===== src/rtl/ds2_demux_pkg.sv =====
// Package: shared constants and overhead classification for the DS2 demux.
// Assumes the fixed overhead order per subframe: align, ctrl, fill, ctrl, ctrl, fill.
package ds2_demux_pkg;

    localparam int CTRL_VOTES = 3;   // control bits per subframe
    localparam int VOTE_MAJ   = 2;   // ones needed to declare a stuff

    typedef enum logic [1:0] {
        OH_ALIGN = 2'd0,
        OH_CTRL  = 2'd1,
        OH_FILL  = 2'd2
    } oh_kind_e;

    // Classify the overhead bit of a block by its index inside the subframe.
    function automatic oh_kind_e oh_kind(input int unsigned blk);
        case (blk)
            0:       return OH_ALIGN;
            1, 3, 4: return OH_CTRL;
            default: return OH_FILL;
        endcase
    endfunction

endpackage


===== src/rtl/ds2_frame_counter.sv =====
// Frame position tracker: gives subframe, block and bit position of the
// current input bit. A sync pulse forces the current bit to position zero.
// Assumes fsync is already qualified by the bit enable.
module ds2_frame_counter #(
    parameter int NUM_SUB = 4,
    parameter int BLOCKS  = 6,
    parameter int BLK_LEN = 49,
    parameter int SUB_W   = 2,
    parameter int BLK_W   = 3,
    parameter int POS_W   = 6
) (
    input  logic             clk,
    input  logic             rst_n,
    input  logic             en,
    input  logic             fsync,
    output logic [SUB_W-1:0] cur_sub,
    output logic [BLK_W-1:0] cur_blk,
    output logic [POS_W-1:0] cur_pos,
    output logic             cur_locked
);

    logic [SUB_W-1:0] sub_q;
    logic [BLK_W-1:0] blk_q;
    logic [POS_W-1:0] pos_q;
    logic             locked_q;
    logic             pos_end, blk_end, sub_end;

    assign cur_sub    = fsync ? '0 : sub_q;
    assign cur_blk    = fsync ? '0 : blk_q;
    assign cur_pos    = fsync ? '0 : pos_q;
    assign cur_locked = locked_q | fsync;

    // Detect wrap points of each counter field.
    always_comb begin
        pos_end = (cur_pos == POS_W'(BLK_LEN - 1));
        blk_end = (cur_blk == BLK_W'(BLOCKS - 1));
        sub_end = (cur_sub == SUB_W'(NUM_SUB - 1));
    end

    // Advance the position on every enabled bit.
    always_ff @(posedge clk) begin
        if (!rst_n) begin
            sub_q    <= '0;
            blk_q    <= '0;
            pos_q    <= '0;
            locked_q <= 1'b0;
        end else if (en) begin
            locked_q <= cur_locked;
            pos_q    <= pos_end ? '0 : cur_pos + POS_W'(1);
            if (pos_end) begin
                blk_q <= blk_end ? '0 : cur_blk + BLK_W'(1);
                if (blk_end) begin
                    sub_q <= sub_end ? '0 : cur_sub + SUB_W'(1);
                end else begin
                    sub_q <= cur_sub;
                end
            end else begin
                blk_q <= cur_blk;
                sub_q <= cur_sub;
            end
        end
    end

endmodule


===== src/rtl/ds2_stuff_vote.sv =====
// Stuff vote: counts the ones among the control bits of the current subframe.
// It reports a stuff once the count reaches the majority threshold.
// Assumes sub_start is high on the first bit of every subframe.
module ds2_stuff_vote #(
    parameter int VOTES = 3,
    parameter int MAJ   = 2,
    parameter int CNT_W = $clog2(VOTES + 1)
) (
    input  logic clk,
    input  logic rst_n,
    input  logic en,
    input  logic sub_start,
    input  logic is_ctrl,
    input  logic bit_in,
    output logic stuff
);

    logic [CNT_W-1:0] cnt_q;

    // Clear at subframe start; count ones seen on control positions.
    always_ff @(posedge clk) begin
        if (!rst_n) begin
            cnt_q <= '0;
        end else if (en) begin
            if (sub_start) begin
                cnt_q <= '0;
            end else if (is_ctrl && bit_in && (cnt_q != CNT_W'(VOTES))) begin
                cnt_q <= cnt_q + CNT_W'(1);
            end
        end
    end

    assign stuff = (cnt_q >= CNT_W'(MAJ));

endmodule


===== src/rtl/ds2_lane_extract.sv =====
// Lane extractor: steers each information bit to its tributary lane,
// drops the stuffed opportunity bit, and inverts the even-numbered lanes.
// Assumes lanes are interleaved bit by bit from the first information bit.
module ds2_lane_extract #(
    parameter int NUM_TRIB = 4,
    parameter int BLOCKS   = 6,
    parameter int SUB_W    = 2,
    parameter int BLK_W    = 3,
    parameter int POS_W    = 6
) (
    input  logic                clk,
    input  logic                rst_n,
    input  logic                en,
    input  logic                locked,
    input  logic                oof,
    input  logic                bit_in,
    input  logic [SUB_W-1:0]    cur_sub,
    input  logic [BLK_W-1:0]    cur_blk,
    input  logic [POS_W-1:0]    cur_pos,
    input  logic                stuff,
    output logic [NUM_TRIB-1:0] trib_data,
    output logic [NUM_TRIB-1:0] trib_vld
);

    logic [POS_W-1:0] info_idx;
    logic             info, opp, pass;
    int               lane;

    // Decode info position, target lane and the stuff opportunity.
    always_comb begin
        info_idx = cur_pos - POS_W'(1);
        info     = (cur_pos != '0);
        lane     = int'(info_idx) % NUM_TRIB;
        opp      = (cur_blk == BLK_W'(BLOCKS - 1)) && (int'(info_idx) == int'(cur_sub));
        pass     = en && locked && !oof && info && !(opp && stuff);
    end

    for (genvar k = 0; k < NUM_TRIB; k++) begin : g_lane
        localparam logic INV = ((k % 2) == 1);

        // Register the lane strobe and capture data only on a hit.
        always_ff @(posedge clk) begin
            if (!rst_n) begin
                trib_vld[k]  <= 1'b0;
                trib_data[k] <= 1'b0;
            end else begin
                trib_vld[k] <= pass && (lane == k);
                if (pass && (lane == k)) begin
                    trib_data[k] <= bit_in ^ INV;
                end
            end
        end
    end

endmodule


===== src/rtl/ds2_trib_demux.sv =====
// DS2 to DS1 demultiplexer top: tracks frame position, votes on the stuff
// control bits, and extracts four gapped tributary streams.
// Assumes an upstream framer provides mf_sync on the first M-frame bit.
module ds2_trib_demux
    import ds2_demux_pkg::*;
#(
    parameter int NUM_TRIB  = 4,
    parameter int BLOCKS    = 6,
    parameter int INFO_BITS = 48
) (
    input  logic                clk,
    input  logic                rst_n,
    input  logic                ds2_bit,
    input  logic                ds2_en,
    input  logic                mf_sync,
    input  logic                oof,
    output logic [NUM_TRIB-1:0] trib_data,
    output logic [NUM_TRIB-1:0] trib_vld
);

    localparam int BLK_LEN = INFO_BITS + 1;
    localparam int POS_W   = $clog2(BLK_LEN);
    localparam int BLK_W   = $clog2(BLOCKS);
    localparam int SUB_W   = (NUM_TRIB > 1) ? $clog2(NUM_TRIB) : 1;

    logic             sync_now, locked, sub_start, is_ctrl, stuff;
    logic [SUB_W-1:0] cur_sub;
    logic [BLK_W-1:0] cur_blk;
    logic [POS_W-1:0] cur_pos;

    // Qualify the sync and classify the current overhead bit.
    always_comb begin
        sync_now  = ds2_en && mf_sync;
        sub_start = (cur_pos == '0) && (cur_blk == '0);
        is_ctrl   = (cur_pos == '0) && (oh_kind(32'(cur_blk)) == OH_CTRL);
    end

    ds2_frame_counter #(
        .NUM_SUB(NUM_TRIB), .BLOCKS(BLOCKS), .BLK_LEN(BLK_LEN),
        .SUB_W(SUB_W), .BLK_W(BLK_W), .POS_W(POS_W)
    ) u_cnt (
        .clk(clk), .rst_n(rst_n), .en(ds2_en), .fsync(sync_now),
        .cur_sub(cur_sub), .cur_blk(cur_blk), .cur_pos(cur_pos),
        .cur_locked(locked)
    );

    ds2_stuff_vote #(
        .VOTES(CTRL_VOTES), .MAJ(VOTE_MAJ)
    ) u_vote (
        .clk(clk), .rst_n(rst_n), .en(ds2_en), .sub_start(sub_start),
        .is_ctrl(is_ctrl), .bit_in(ds2_bit), .stuff(stuff)
    );

    ds2_lane_extract #(
        .NUM_TRIB(NUM_TRIB), .BLOCKS(BLOCKS),
        .SUB_W(SUB_W), .BLK_W(BLK_W), .POS_W(POS_W)
    ) u_ext (
        .clk(clk), .rst_n(rst_n), .en(ds2_en), .locked(locked), .oof(oof),
        .bit_in(ds2_bit), .cur_sub(cur_sub), .cur_blk(cur_blk),
        .cur_pos(cur_pos), .stuff(stuff),
        .trib_data(trib_data), .trib_vld(trib_vld)
    );

endmodule


===== config.mk =====
export PLATFORM = sky130hd
export DESIGN_NAME = ds2_trib_demux
export DESIGN_NICKNAME = d
export VERILOG_FILES = /design/src/rtl/ds2_demux_pkg.sv /design/src/rtl/ds2_frame_counter.sv /design/src/rtl/ds2_stuff_vote.sv /design/src/rtl/ds2_lane_extract.sv /design/src/rtl/ds2_trib_demux.sv
export SDC_FILE = /design/constraint.sdc
export NUM_CORES = 1
export LEC_CHECK = 0
export BUFFER_PORTS_ARGS = -buffer_cell sky130_fd_sc_hd__clkbuf_2
export CORE_ASPECT_RATIO = 1.4
export CORE_MARGIN = 3
export CORE_UTILIZATION = 41
export DETAILED_ROUTE_END_ITERATION = 8
export GPL_ROUTABILITY_DRIVEN = 1
export MAX_ROUTING_LAYER = met4
export SLEW_MARGIN = 20
export SYNTH_ARGS = -nofsm -noshare
export SYNTH_HDL_FRONTEND = slang
export SYNTH_HIERARCHICAL = 1
export SYNTH_SLANG_ARGS = --single-unit

===== constraint.sdc =====
create_clock -name clk -period 8.4 [get_ports clk]
set_input_delay 1.68 -clock clk [delete_from_list [all_inputs] [get_ports clk]]
set_output_delay 1.68 -clock clk [all_outputs]
set_load 0.02 [all_outputs]

==> summary by stage, run 1 <==
Outcome
The run finished with clean final reports.

Clock network
Clock tree synthesis selected as its root buffer the cell sky130_fd_sc_hd__clkbuf_8. The worst-skew pair later-pin latency is 0.26 ns. The CTS tree is yes. The number of clock buffers inserted by TritonCTS is 3. The buffer depth of the longest clock path is 2. In this run, post-CTS hold repair placed 0 buffers. The deepest level of the CTS H-tree is 1. After clock tree synthesis, the clock-pin slew on the worst setup and hold paths is 0.08 ns. The number of sinks driven by the clock tree is 22. The post-CTS setup buffer count is 0. The number of gates resized after CTS is 0.

Synthesis
The number of synthesis warnings is 6. The primary flip-flop cell chosen by synthesis mapping is sky130_fd_sc_hd__dfxtp_1. The share of flip-flops with an asynchronous set or reset after synthesis is 0%. Sorting the synthesized cells by area gives the leading types as sky130_fd_sc_hd__dfxtp_1 (31%), sky130_fd_sc_hd__nor2b_1 (6.6%), sky130_fd_sc_hd__ha_1 (6.2%). The top cell type by total area after synthesis is sky130_fd_sc_hd__dfxtp_1. Of the synthesized area, sequential elements account for 30.9%. The synthesis-stage register bit count is 22. The number of standard cells after synthesis is 161.

Counting flops with a built-in enable in the synthesized netlist gives 0. The share of Yosys cell area claimed by the top area cell type is 30.9%. The mean post-synth cell area is 8.84 um2. The post-synthesis cell area is 0.00142 mm2. When the netlist entered floorplanning its net count stood at 174. The number of library cell types mapped by synthesis is 51.

Cells and area
Compared with the post-synthesis result, the final layout area differs by 10.5%. The number of nets in the finished design is 187. In the final layout, flip-flops and latches occupy 440 um2. The total non-filler cell area in the finished layout is 0.00157 mm2. The post-route netlist has 20.8% of its cells at a drive strength greater than 1. The number of standard cells in the final layout excluding fillers is 212. The number of diodes added for antenna fixing is 0. The multi-input combinational cells in the finished layout cover a total of 937 um2. Counting the fill cells in the layout gives 301.

Power and ir drop
The total power divided by cell area is 131 mW/mm2. Net switching is 24.7% of the power. The share of total power dissipated in combinational logic is 10.1%. The register share of total power is 52.2%. The internal power is 155 uW. The static power due to leakage is 0.000645 uW. The net load switching power is 50.9 uW.

The clock network fraction of total power is 37.7%. The highest ir drop seen on vdd is 0.0000663 V.

Critical path
The endpoint type of the worst setup path is a flop. The critical path in this run is classified as in2reg. For the worst setup path, the data required time is 8.56 ns. STA puts the critical path data arrival time at 4.54 ns. The maximum fanout along the worst path is 21. The worst setup path is launched from an input port. The number of cell instances on the worst register-to-register path is 7.

Detailed routing
The remaining antenna violation count is 0. The number of DRC violations after detailed routing is 0. Wire segments on met2 add up to 1.51 mm in the final route.

After detailed routing, the wire length on met1 is 1.35 mm. The via count normalized by instance count is 5.68. The detailed router finished its first iteration with 36 violations. The total vias in the final route is 1,204. The met3 wire length is 98 um.

Before antenna repair, the detailed router went through 4 iterations. The uppermost layer routed is met4. The total wire length after detailed routing is 3.01 mm. The average routed wire per standard cell is 14.2 um.

GRT
The combined global-route utilization of all metal layers is 16.2%. The number of global-route vias before repair is 1,193. The maximum number of pins on one net before global-route repair is 28. The number of antenna violations at the first check in global routing is 0. The first global-routing pass estimated 5.26 mm of wire.

Summed over all layers, the global routing overflow is 0.

STA
In the final timing run, aggregate negative setup slack is 0 ns. The maximum clock frequency is 0.229 GHz. Setup violations remaining at the end of the flow were counted as 0.

The setup slack of the critical path after layout is 4.03 ns. The number of max-slew violations in the final report was 0. The relative slew slack is 54.0%. The final critical path takes up 52.1% of the cycle. Setup repair after global routing left no endpoint under its margin. Hold timing on the final database bottoms out at a slack of 0.464 ns. The worst path in the final design needs a cycle of 4.37 ns, including I/O delays and setup. The final hold violation count is 0. The pin slew with the least headroom to its limit is 0.690 ns. Clock skew on the completed layout was measured at 0.00220 ns.

Flow run
The count of max-cap constraint violations is 0.

Placed design
At the end of routability-driven placement, the weighted congestion stood at 0.813. In this run, placement finished with an instance count of 208. In this run the tool buffered the top-level ports with 13 buffer cells. The placed wire-length estimate is 2.20 mm. At the placement stage, the worst setup path has a slack of 3.78 ns. The total cell area at the placement stage is 0.00152 mm2.

Hold path
The worst hold-check path type is reg2reg. The worst hold path stage count is 2.

Floorplanning
The placeable core area is 0.00321 mm2. The initial utilization of the core area, before any placement, comes to 44.3%. The die is 55.8 um wide. 14 I/O pins were placed.

The floorplan die height is 75.7 um. The die covers 0.00423 mm2. The number of cell rows is 24.
## path summary, 6_finish.rpt
path                                         from  slack (ns)                              end
setup / recovery                           ds2_en        4.03     u_ext/trib_vld[0]$_SDFF_PN0_
setup reg to reg      u_cnt/pos_q[1]$_SDFFE_PN0P_        5.74     u_ext/trib_vld[0]$_SDFF_PN0_
hold reg to reg   u_ext/trib_data[1]$_SDFFE_PN0P_        0.46  u_ext/trib_data[1]$_SDFFE_PN0P_
hold / removal    u_ext/trib_data[1]$_SDFFE_PN0P_        0.46  u_ext/trib_data[1]$_SDFFE_PN0P_
## cells in the mapped netlist, drive strengths merged, types with 5 or more instances
cell and count:
a21boi 5, and3 5, dfxtp 22, ha 7, inv 7, mux2i 6
nand2 15, nand3 5, nor2 6, nor2b 15, nor3b 6, nor4 5
o21ai 7
## critical path, stage by stage
cell	delay, ns
sky130_fd_sc_hd__clkbuf_2	0.25
sky130_fd_sc_hd__and2_1	0.47
sky130_fd_sc_hd__or2b_1	0.36
sky130_fd_sc_hd__inv_1	0.24
sky130_fd_sc_hd__inv_1	0.13
sky130_fd_sc_hd__ha_1	0.23
sky130_fd_sc_hd__a2111oi_0	0.49
sky130_fd_sc_hd__and4_2	0.36
sky130_fd_sc_hd__nor2_1	0.10
sky130_fd_sc_hd__and3_2	0.22
## kinds of logic after synthesis
group	share of synthesized area (%)
adders and majority gates	6.15
muxes	4.22
xor gates and xnor gates	1.23
AOI/OAI and AO/OA	15.4
buffers and inverters	3.25
and+or+nand+nor	38.8
DFF	30.9
## power groups by stage
stage | clock network (uW) | logic, uW | registers [uW]
after global routing | 83.0 | 23.6 | 108
after detailed placement | 0 | 20.8 | 110
after CTS | 80.3 | 20.9 | 107
after global placement | 0 | 20.5 | 110
final | 77.6 | 20.8 | 108
after floorplan | 0 | 15.0 | 110
## sequential cells by signal (all words and copies together) (netlist names)
name and cells:
u_cnt/blk_q 3, u_ext/trib_data 4, u_ext/trib_vld 4, u_vote/cnt_q 2
u_cnt/locked_q 1, u_cnt/sub_q 2, u_cnt/pos_q 6
## final cells by class
cell class	count	area share (%)
clock buffer	4	3.50
inverter	7	1.67
multi-input combinational	127	59.6
sequential	22	28.0
tap	39	3.10
timing repair buffer	13	4.14
## per-stage QoR
stage	utilization (%)	power [uW]
6_report	48.9	206
5_1_grt	48.9	214
4_1_cts	48.9	209
3_5_place_dp	47.2	131
3_3_place_gp	47.2	130
2_1_floorplan	-	125
## layout by cell type, fill, tap and decap left out, drive strengths merged, types with 4 or more instances in the layout
cell	instances
dfxtp	22
clkbuf	17
nor2b	15
nand2	15
ha	7
inv	7
o21ai	7
nor2	6
mux2i	6
nor3b	6
nand3	5
and3	5
a21boi	5
nor4	5
nand2b	4
a21oi	4
## per-layer routing
metal / GRT usage [%] / vias up
met5: - / -
met4: 7.30 / 0
met3: 2.37 / 6
met2: 29.6 / 21
met1: 17.4 / 572
li1: - / 605
No activity file was read; power rests on OpenSTA's default activity.
==> inputs of run 2 (changes only) <==
==> constraint.sdc (replaced) <==
create_clock -name clk -period 4.1 [get_ports clk]
set_input_delay 0.82 -clock clk [delete_from_list [all_inputs] [get_ports clk]]
set_output_delay 0.82 -clock clk [all_outputs]
set_load 0.02 [all_outputs]
==> run 2 against run 1 <==
  * Clock power increased by 100%
  * Global-route usage down 0.53 points
  * Via count rose by 0.75%
  * Critical path type unchanged
  * Critical endpoint unchanged
==> summary by stage, run 2 (same netlist as run 1, synthesis figures left out) <==
STA
Of the available clock period, the critical path in the final layout requires 76.1%. The relative slew slack is 55.5% (+1.4 points). The clock period could shrink to 3.12 ns. The number of max-slew violations in the final report is 0 (unchanged). The final hold violation count is 0 (unchanged).

The total setup violations reported at the end of the flow was 0 (unchanged). Setup repair after global routing left no endpoint under its margin. The maximum clock frequency is 0.320 GHz. The final-layout setup total negative slack is 0 ns (unchanged).

The pin slew with the least headroom to its limit is 0.668 ns (-0.0217 ns). The worst clock skew is 0.00332 ns (+0.00112 ns).

Cells and area
The leading cell type in the layout, fill and taps excluded is sky130_fd_sc_hd__dfxtp_1. The number of diodes added for antenna fixing is 0 (unchanged). The end-of-flow core utilization is 49.2% (+0.23 points).

The number of nets in the finished design is 188 (+0.53%). The filler cell count in the final layout came to 304 (+1.0%). The number of standard cells in the final layout excluding fillers is 213 (+0.47%). The number of flip-flops in the largest register was 6 (unchanged). Counting flops per register, the top entry is u_cnt/pos_q. The area growth from synthesis to layout is 11.0%. The largest registers in the layout are u_cnt/pos_q (6), u_ext/trib_data (4), u_ext/trib_vld (4). The fraction of layout cells with a size suffix above 1 was 21.3% (+0.46 points). The library cells used most frequently in the layout, excluding fill and tap cells, are sky130_fd_sc_hd__dfxtp_1 (22), sky130_fd_sc_hd__nor2b_1 (15), sky130_fd_sc_hd__nand2_1 (14).

Clock network
The cell chosen for the clock root is sky130_fd_sc_hd__clkbuf_8. The number of sinks driven by the clock tree is 22 (unchanged). The worst-skew pair later-pin latency came to 0.26 ns (about the same). The post-CTS setup buffer count is 0 (unchanged). The clock-pin slew of the registers on the worst-case setup and hold paths is 0.08 ns (about the same). TritonCTS built the clock tree. The deepest level of the CTS H-tree is 1 (unchanged). The number of clock buffers inserted by TritonCTS is 3 (unchanged). The buffer depth of the longest clock path is 2 (unchanged).

The hold buffer count at CTS is 0 (unchanged). The number of gates resized after CTS is 0 (unchanged).

GRT
The number of global-route vias before repair is 1,134 (-4.9%). The wire length of the first global-routing pass is 5.10 mm (-3.1%). The global routing met3 resource utilization was 2.20% (-0.17 points).

The met1 routing resource usage after global routing was 17.4% (-0.018 points). The combined global-route utilization of all metal layers is 15.7% (-0.53 points). The maximum number of pins on one net before global-route repair is 28 (unchanged). The global route total overflow is 0 (unchanged). After global routing, the most crowded layer is met2. The number of antenna violations at the first check in global routing is 0 (unchanged). The global routing usage on met2 came to 28.3% (-1.3 points).

Floorplanning
The die footprint came to 0.00423 mm2 (unchanged). The floorplan die height is 75.7 um (unchanged). The placeable core area was 0.00321 mm2 (unchanged).

The number of cell rows is 24 (unchanged). The number of I/O pins came to 14 (unchanged). The starting utilization of the core area came to 44.3% (unchanged).

The die span in x is 55.8 um (unchanged).

Placed design
The port buffer count was 13 (unchanged). The final weighted congestion in routability-driven placement is 0.803 (-1.2%). The placed wire-length estimate is 2.20 mm (-0.32%).

The number of placed instances, taps included came to 209 (+0.48%).

Detailed routing
The number of DRC violations after detailed routing was 0 (unchanged). The number of DRC markers in iteration 0 is 26 (-28%). The average routed wire per standard cell is 14.2 um (-0.24%). The remaining antenna violation count is 0 (unchanged). The total vias in the final route is 1,213 (+0.75%). The number of optimization iterations in the first detailed-route pass was 4 (unchanged). The total wire length after detailed routing came to 3.02 mm (+0.23%). The via count normalized by instance count is 5.69 (+0.27%).

Critical path
The critical path goes through clkbuf_2, and2_1, or2b_1, inv_1, inv_1, ha_1, a2111oi_0, and4_2, nor2_1, and3_2. The maximum fanout along the worst path is 21 (unchanged). The delay of the slowest critical-path stage is 0.40 ns (-0.09 ns). The cell at the slowest stage of the critical path is sky130_fd_sc_hd__a2111oi_0. The endpoint type of the worst setup path is a flop. The critical path data arrival time is 3.28 ns (-1.26 ns). By startpoint and endpoint, the worst setup path is classified as in2reg. The required time at the endpoint of the critical path is 4.26 ns (-4.30 ns). Among the stages of the critical path, the cell type that occurs most often is sky130_fd_sc_hd__inv_1. The worst setup path is launched from an input port.

Hold path
The path class of the tightest hold or removal check is reg2reg.

Power and ir drop
The highest ir drop seen on vdd is 0.000210 V (+220%). The static power due to leakage is 0.000649 uW (+0.75%). The power after layout came to 421 uW (+100%). The total power divided by cell area is 267 mW/mm2 (+100%).

Flow run
The count of max-cap constraint violations is 0 (unchanged).

Outcome
The run finished with clean final reports.
==> run 2: changes by cell type in the layout (fill, tap and decap cells not counted) <==
cell	previous run	this run
sky130_fd_sc_hd__buf_4	0	1
==> run 2: per-layer routing <==
metal  share of wire [%]  wire length (um)  vias up
met4                 1.2                37        0
met1                  45              1350      579
met2                  51              1540       23
met5                   0                 0        -
met3                 3.2                96        4
li1                    -                 -      607
==> run 2: layout make-up <==
class | count | area (um2) | area share (%)
Clock buffer | 4 | 55.1 | 3.48
Inverter | 7 | 26.3 | 1.66
Multi-Input combinational cell | 127 | 937 | 59.3
Sequential cell | 22 | 440 | 27.9
Tap cell | 39 | 48.8 | 3.09
Timing Repair Buffer | 14 | 72.6 | 4.59
==> run 2: worst paths after layout <==
kind                              startpoint                              end  slack, ns  depth (start not counted)
min reg2reg  u_ext/trib_data[0]$_SDFFE_PN0P_  u_ext/trib_data[0]$_SDFFE_PN0P_       0.46                          2
max                                   ds2_en     u_ext/trib_vld[0]$_SDFF_PN0_       0.98                         10
max reg2reg      u_cnt/pos_q[0]$_SDFFE_PN0P_     u_ext/trib_vld[0]$_SDFF_PN0_       1.54                          8
min          u_ext/trib_data[0]$_SDFFE_PN0P_  u_ext/trib_data[0]$_SDFFE_PN0P_       0.46                          2
==> run 2: where the power goes <==
group          switching [uW]  internal (uW)  total [uW]
combinational            26.5           16.4        42.9
clock                    72.4           85.6         158
sequential               4.37            216         220
==> run 2: through the flow <==
step / setup slack, ns / hold WS (ns) / cell area, um2
after floorplan: 1.15 / 0.435 / 1420
after global placement: 0.760 / 0.443 / 1530
after detailed placement: 0.713 / 0.456 / 1530
after CTS: 0.997 / 0.468 / 1580
after global routing: 0.721 / 0.476 / 1580
final: 0.978 / 0.463 / 1580
==> run 2: critical path, delay by kind of cell <==
| family | cells | cell delay, ns |
|---|---|---|
| and+or+nand+nor | 5 | 1.37 |
| buffers and inverters | 3 | 0.46 |
| AOI/OAI and AO/OA | 1 | 0.40 |
| adders and majority gates | 1 | 0.23 |
==> inputs of run 3 (changes only) <==
==> constraint.sdc (replaced) <==
create_clock -name clk -period 2.7 [get_ports clk]
set_input_delay 0.54 -clock clk [delete_from_list [all_inputs] [get_ports clk]]
set_output_delay 0.54 -clock clk [all_outputs]
set_load 0.02 [all_outputs]
==> run 3 against run 2 <==
  * Clock power increased by 52%
  * Critical endpoint is now u_ext/trib_vld[3]$_SDFF_PN0_
  * Clock skew about the same
  * Hold slack gained 0.0037 ns
  * Critical path type unchanged
==> summary by stage, run 3 (same netlist as run 1, synthesis figures left out) <==
Power and ir drop
The static power due to leakage was 0.000701 uW (+7.9%). The total power divided by cell area is 391 mW/mm2 (+47%). The power after layout was 647 uW (+54%). The highest ir drop seen on vdd was 0.000228 V (+8.7%).

GRT
The global routing met3 resource utilization came to 2.54% (+0.34 points). The most used routing layer is met2. The met1 routing resource usage after global routing is 16.5% (-0.87 points). The wire length of the first global-routing pass is 5.33 mm (+4.5%). The combined global-route utilization of all metal layers is 16.3% (+0.61 points). The number of global-route vias before repair is 1,206 (+6.3%). The number of antenna violations at the first check in global routing is 0 (unchanged). The maximum number of pins on one net before global-route repair is 28 (unchanged). The global routing usage on met2 is 30.9% (+2.6 points). The global route total overflow is 0 (unchanged).

Cells and area
The fraction of layout cells with a size suffix above 1 is 25.5% (+4.3 points). The area growth from synthesis to layout is 16.3%. The number of flip-flops in the largest register is 6 (unchanged). The register with the most flip-flops is u_cnt/pos_q. The number of nets in the finished design came to 198 (+5.3%). The library cell used most frequently in the layout, excluding fill and tap cells, is sky130_fd_sc_hd__dfxtp_1. In the final layout, the registers with the most flip-flops are u_cnt/pos_q (6), u_ext/trib_data (4), u_ext/trib_vld (4). The end-of-flow core utilization is 51.5% (+2.3 points). The library cells used most frequently in the layout, excluding fill and tap cells, are sky130_fd_sc_hd__dfxtp_1 (22), sky130_fd_sc_hd__nor2b_1 (15), sky130_fd_sc_hd__nand2_1 (14). The number of diodes added for antenna fixing is 0 (unchanged).

STA
The worst clock skew is 0.00374 ns (+0.000425 ns). Derived from the worst setup path, the maximum achievable clock frequency is 0.417 GHz. The time the worst path needs with I/O delays and setup is 2.40 ns. The relative slew slack is 65.8% (+10 points).

The pin slew with the least headroom to its limit is 0.513 ns (-0.155 ns). The worst hold margin came to 0.466 ns (+0.00367 ns). The final-layout setup total negative slack came to 0 ns (unchanged). The number of max-slew violations in the final report is 0 (unchanged). The total setup violations reported at the end of the flow is 0 (unchanged). The final hold violation count is 0 (unchanged). Setup repair after global routing left no endpoint under its margin. Of the available clock period, the critical path in the final layout requires 88.9%.

Critical path
The setup slack on the worst flop-to-flop path is 0.31 ns (-1.23 ns). The worst setup path is of the in2reg kind. Traced cell by cell, the critical path runs through clkbuf_2, and2_1, or2b_1, inv_1, inv_1, ha_1, a2111oi_0, and4_2, nor2_1, and3_2. The critical path data arrival time was 2.55 ns (-0.73 ns). The critical path buffer and inverter count came to 3 (unchanged). The critical path's top delay family is simple AND/OR/NAND/NOR gates. The delay of the slowest critical-path stage is 0.49 ns (+0.09 ns).

The maximum fanout along the worst path is 5 (-76%). Among the stages of the critical path, the cell type that occurs most often is sky130_fd_sc_hd__inv_1. The worst setup path is captured at a flop. The startpoint identified for the worst register-to-register timing path is u_cnt/pos_q[0]$_SDFFE_PN0P_. The required time at the endpoint of the critical path is 2.85 ns (-1.41 ns). STA classifies the critical path startpoint as an input port.

On the critical path, the stage with the largest delay is an instance of sky130_fd_sc_hd__a2111oi_0. The number of cell instances on the worst register-to-register path is 8 (unchanged). The endpoint identified for the worst register-to-register timing path is u_ext/trib_vld[3]$_SDFF_PN0_.

Detailed routing
The via count normalized by instance count was 5.52 (-3.1%). The number of DRC violations after detailed routing is 0 (unchanged). The average routed wire per standard cell is 14.4 um (+1.4%).

The total wire length after detailed routing is 3.21 mm (+6.2%). The number of DRC markers in iteration 0 is 30 (+15%). The number of optimization iterations in the first detailed-route pass is 4 (unchanged). The remaining antenna violation count is 0 (unchanged). The total vias in the final route is 1,231 (+1.5%).

Placed design
The final weighted congestion in routability-driven placement came to 0.877 (+9.1%). The port buffer count came to 13 (unchanged). The placed wire-length estimate is 2.43 mm (+11%).

Clock network
The number of sinks driven by the clock tree was 22 (unchanged). The worst-skew pair later-pin latency is 0.26 ns (about the same). The buffer depth of the longest clock path is 2 (unchanged). The number of gates resized after CTS is 0 (unchanged).

The clock-pin slew of the registers on the worst-case setup and hold paths is 0.08 ns (about the same). The deepest level of the CTS H-tree is 1 (unchanged). The CTS tree is yes.

The post-CTS setup buffer count is 0 (unchanged). The number of clock buffers inserted by TritonCTS is 3 (unchanged). The hold buffer count at CTS is 0 (unchanged). Clock tree synthesis selected as its root buffer the cell sky130_fd_sc_hd__clkbuf_8.

Floorplanning
The number of I/O pins came to 14 (unchanged). The die footprint was 0.00423 mm2 (unchanged). The floorplan die height was 75.7 um (unchanged). The starting utilization of the core area is 44.3% (unchanged). The number of cell rows is 24 (unchanged). The die span in x was 55.8 um (unchanged). The placeable core area is 0.00321 mm2 (unchanged).

Hold path
The startpoint identified for the worst hold timing path is u_ext/trib_data[2]$_SDFFE_PN0P_. The path class of the tightest hold or removal check is reg2reg. The terminating pin of the worst hold path is u_ext/trib_data[2]$_SDFFE_PN0P_. The worst hold path stage count was 2 (unchanged).

Flow run
The count of max-cap constraint violations is 0 (unchanged).

Outcome
The run finished with clean final reports.
run 3: area by class of cell:
cell class	instances	area [um2]
tap	39	48.8
timing repair buffer	24	148
clock buffer	4	55.1
sequential	22	440
inverter	7	26.3
fill	310	1560
multi-input combinational	127	937
run 3: worst reg2reg max path: cells and delay by family (launching register included):
family          cells  cell delay [ns]
simple gates        4             0.95
compound gates      1             0.49
fa+ha+maj           1             0.21
flops               1             0.51
buf+inv             2             0.14
run 3: stage by stage:
stage	setup WS [ns]	cell area, um2	std cells
3_5_place_dp	0.0178	1600	219
4_1_cts	0.294	1660	223
6_report	0.301	1660	223
2_1_floorplan	0.0255	1420	161
5_1_grt	0.169	1660	223
3_3_place_gp	0.112	1600	219
run 3: worst max path at each step:
stage	from	end	cells past startpoint	slack, ns
CTS	ds2_en	u_ext/trib_vld[3]$_SDFF_PN0_	10	0.29
floorplan	ds2_en	u_ext/trib_vld[0]$_SDFF_PN0_	10	0.03
global placement	ds2_en	u_ext/trib_vld[2]$_SDFF_PN0_	10	0.11
finish	ds2_en	u_ext/trib_vld[3]$_SDFF_PN0_	10	0.30
detailed placement	ds2_en	u_ext/trib_vld[3]$_SDFF_PN0_	10	0.02
global route	ds2_en	u_ext/trib_vld[3]$_SDFF_PN0_	10	0.17
run 3: routing by layer:
| layer | vias up | wire length [um] |
|---|---|---|
| met4 | 0 | 80 |
| met3 | 6 | 105 |
| li1 | 631 | - |
| met1 | 573 | 1420 |
| met5 | - | 0 |
| met2 | 21 | 1610 |
run 3: where the power goes:
part | switching [uW] | internal (uW) | total [uW]
Combinational | 42.3 | 30.1 | 72.5
Sequential | 6.97 | 328 | 335
Clock | 110 | 130 | 240
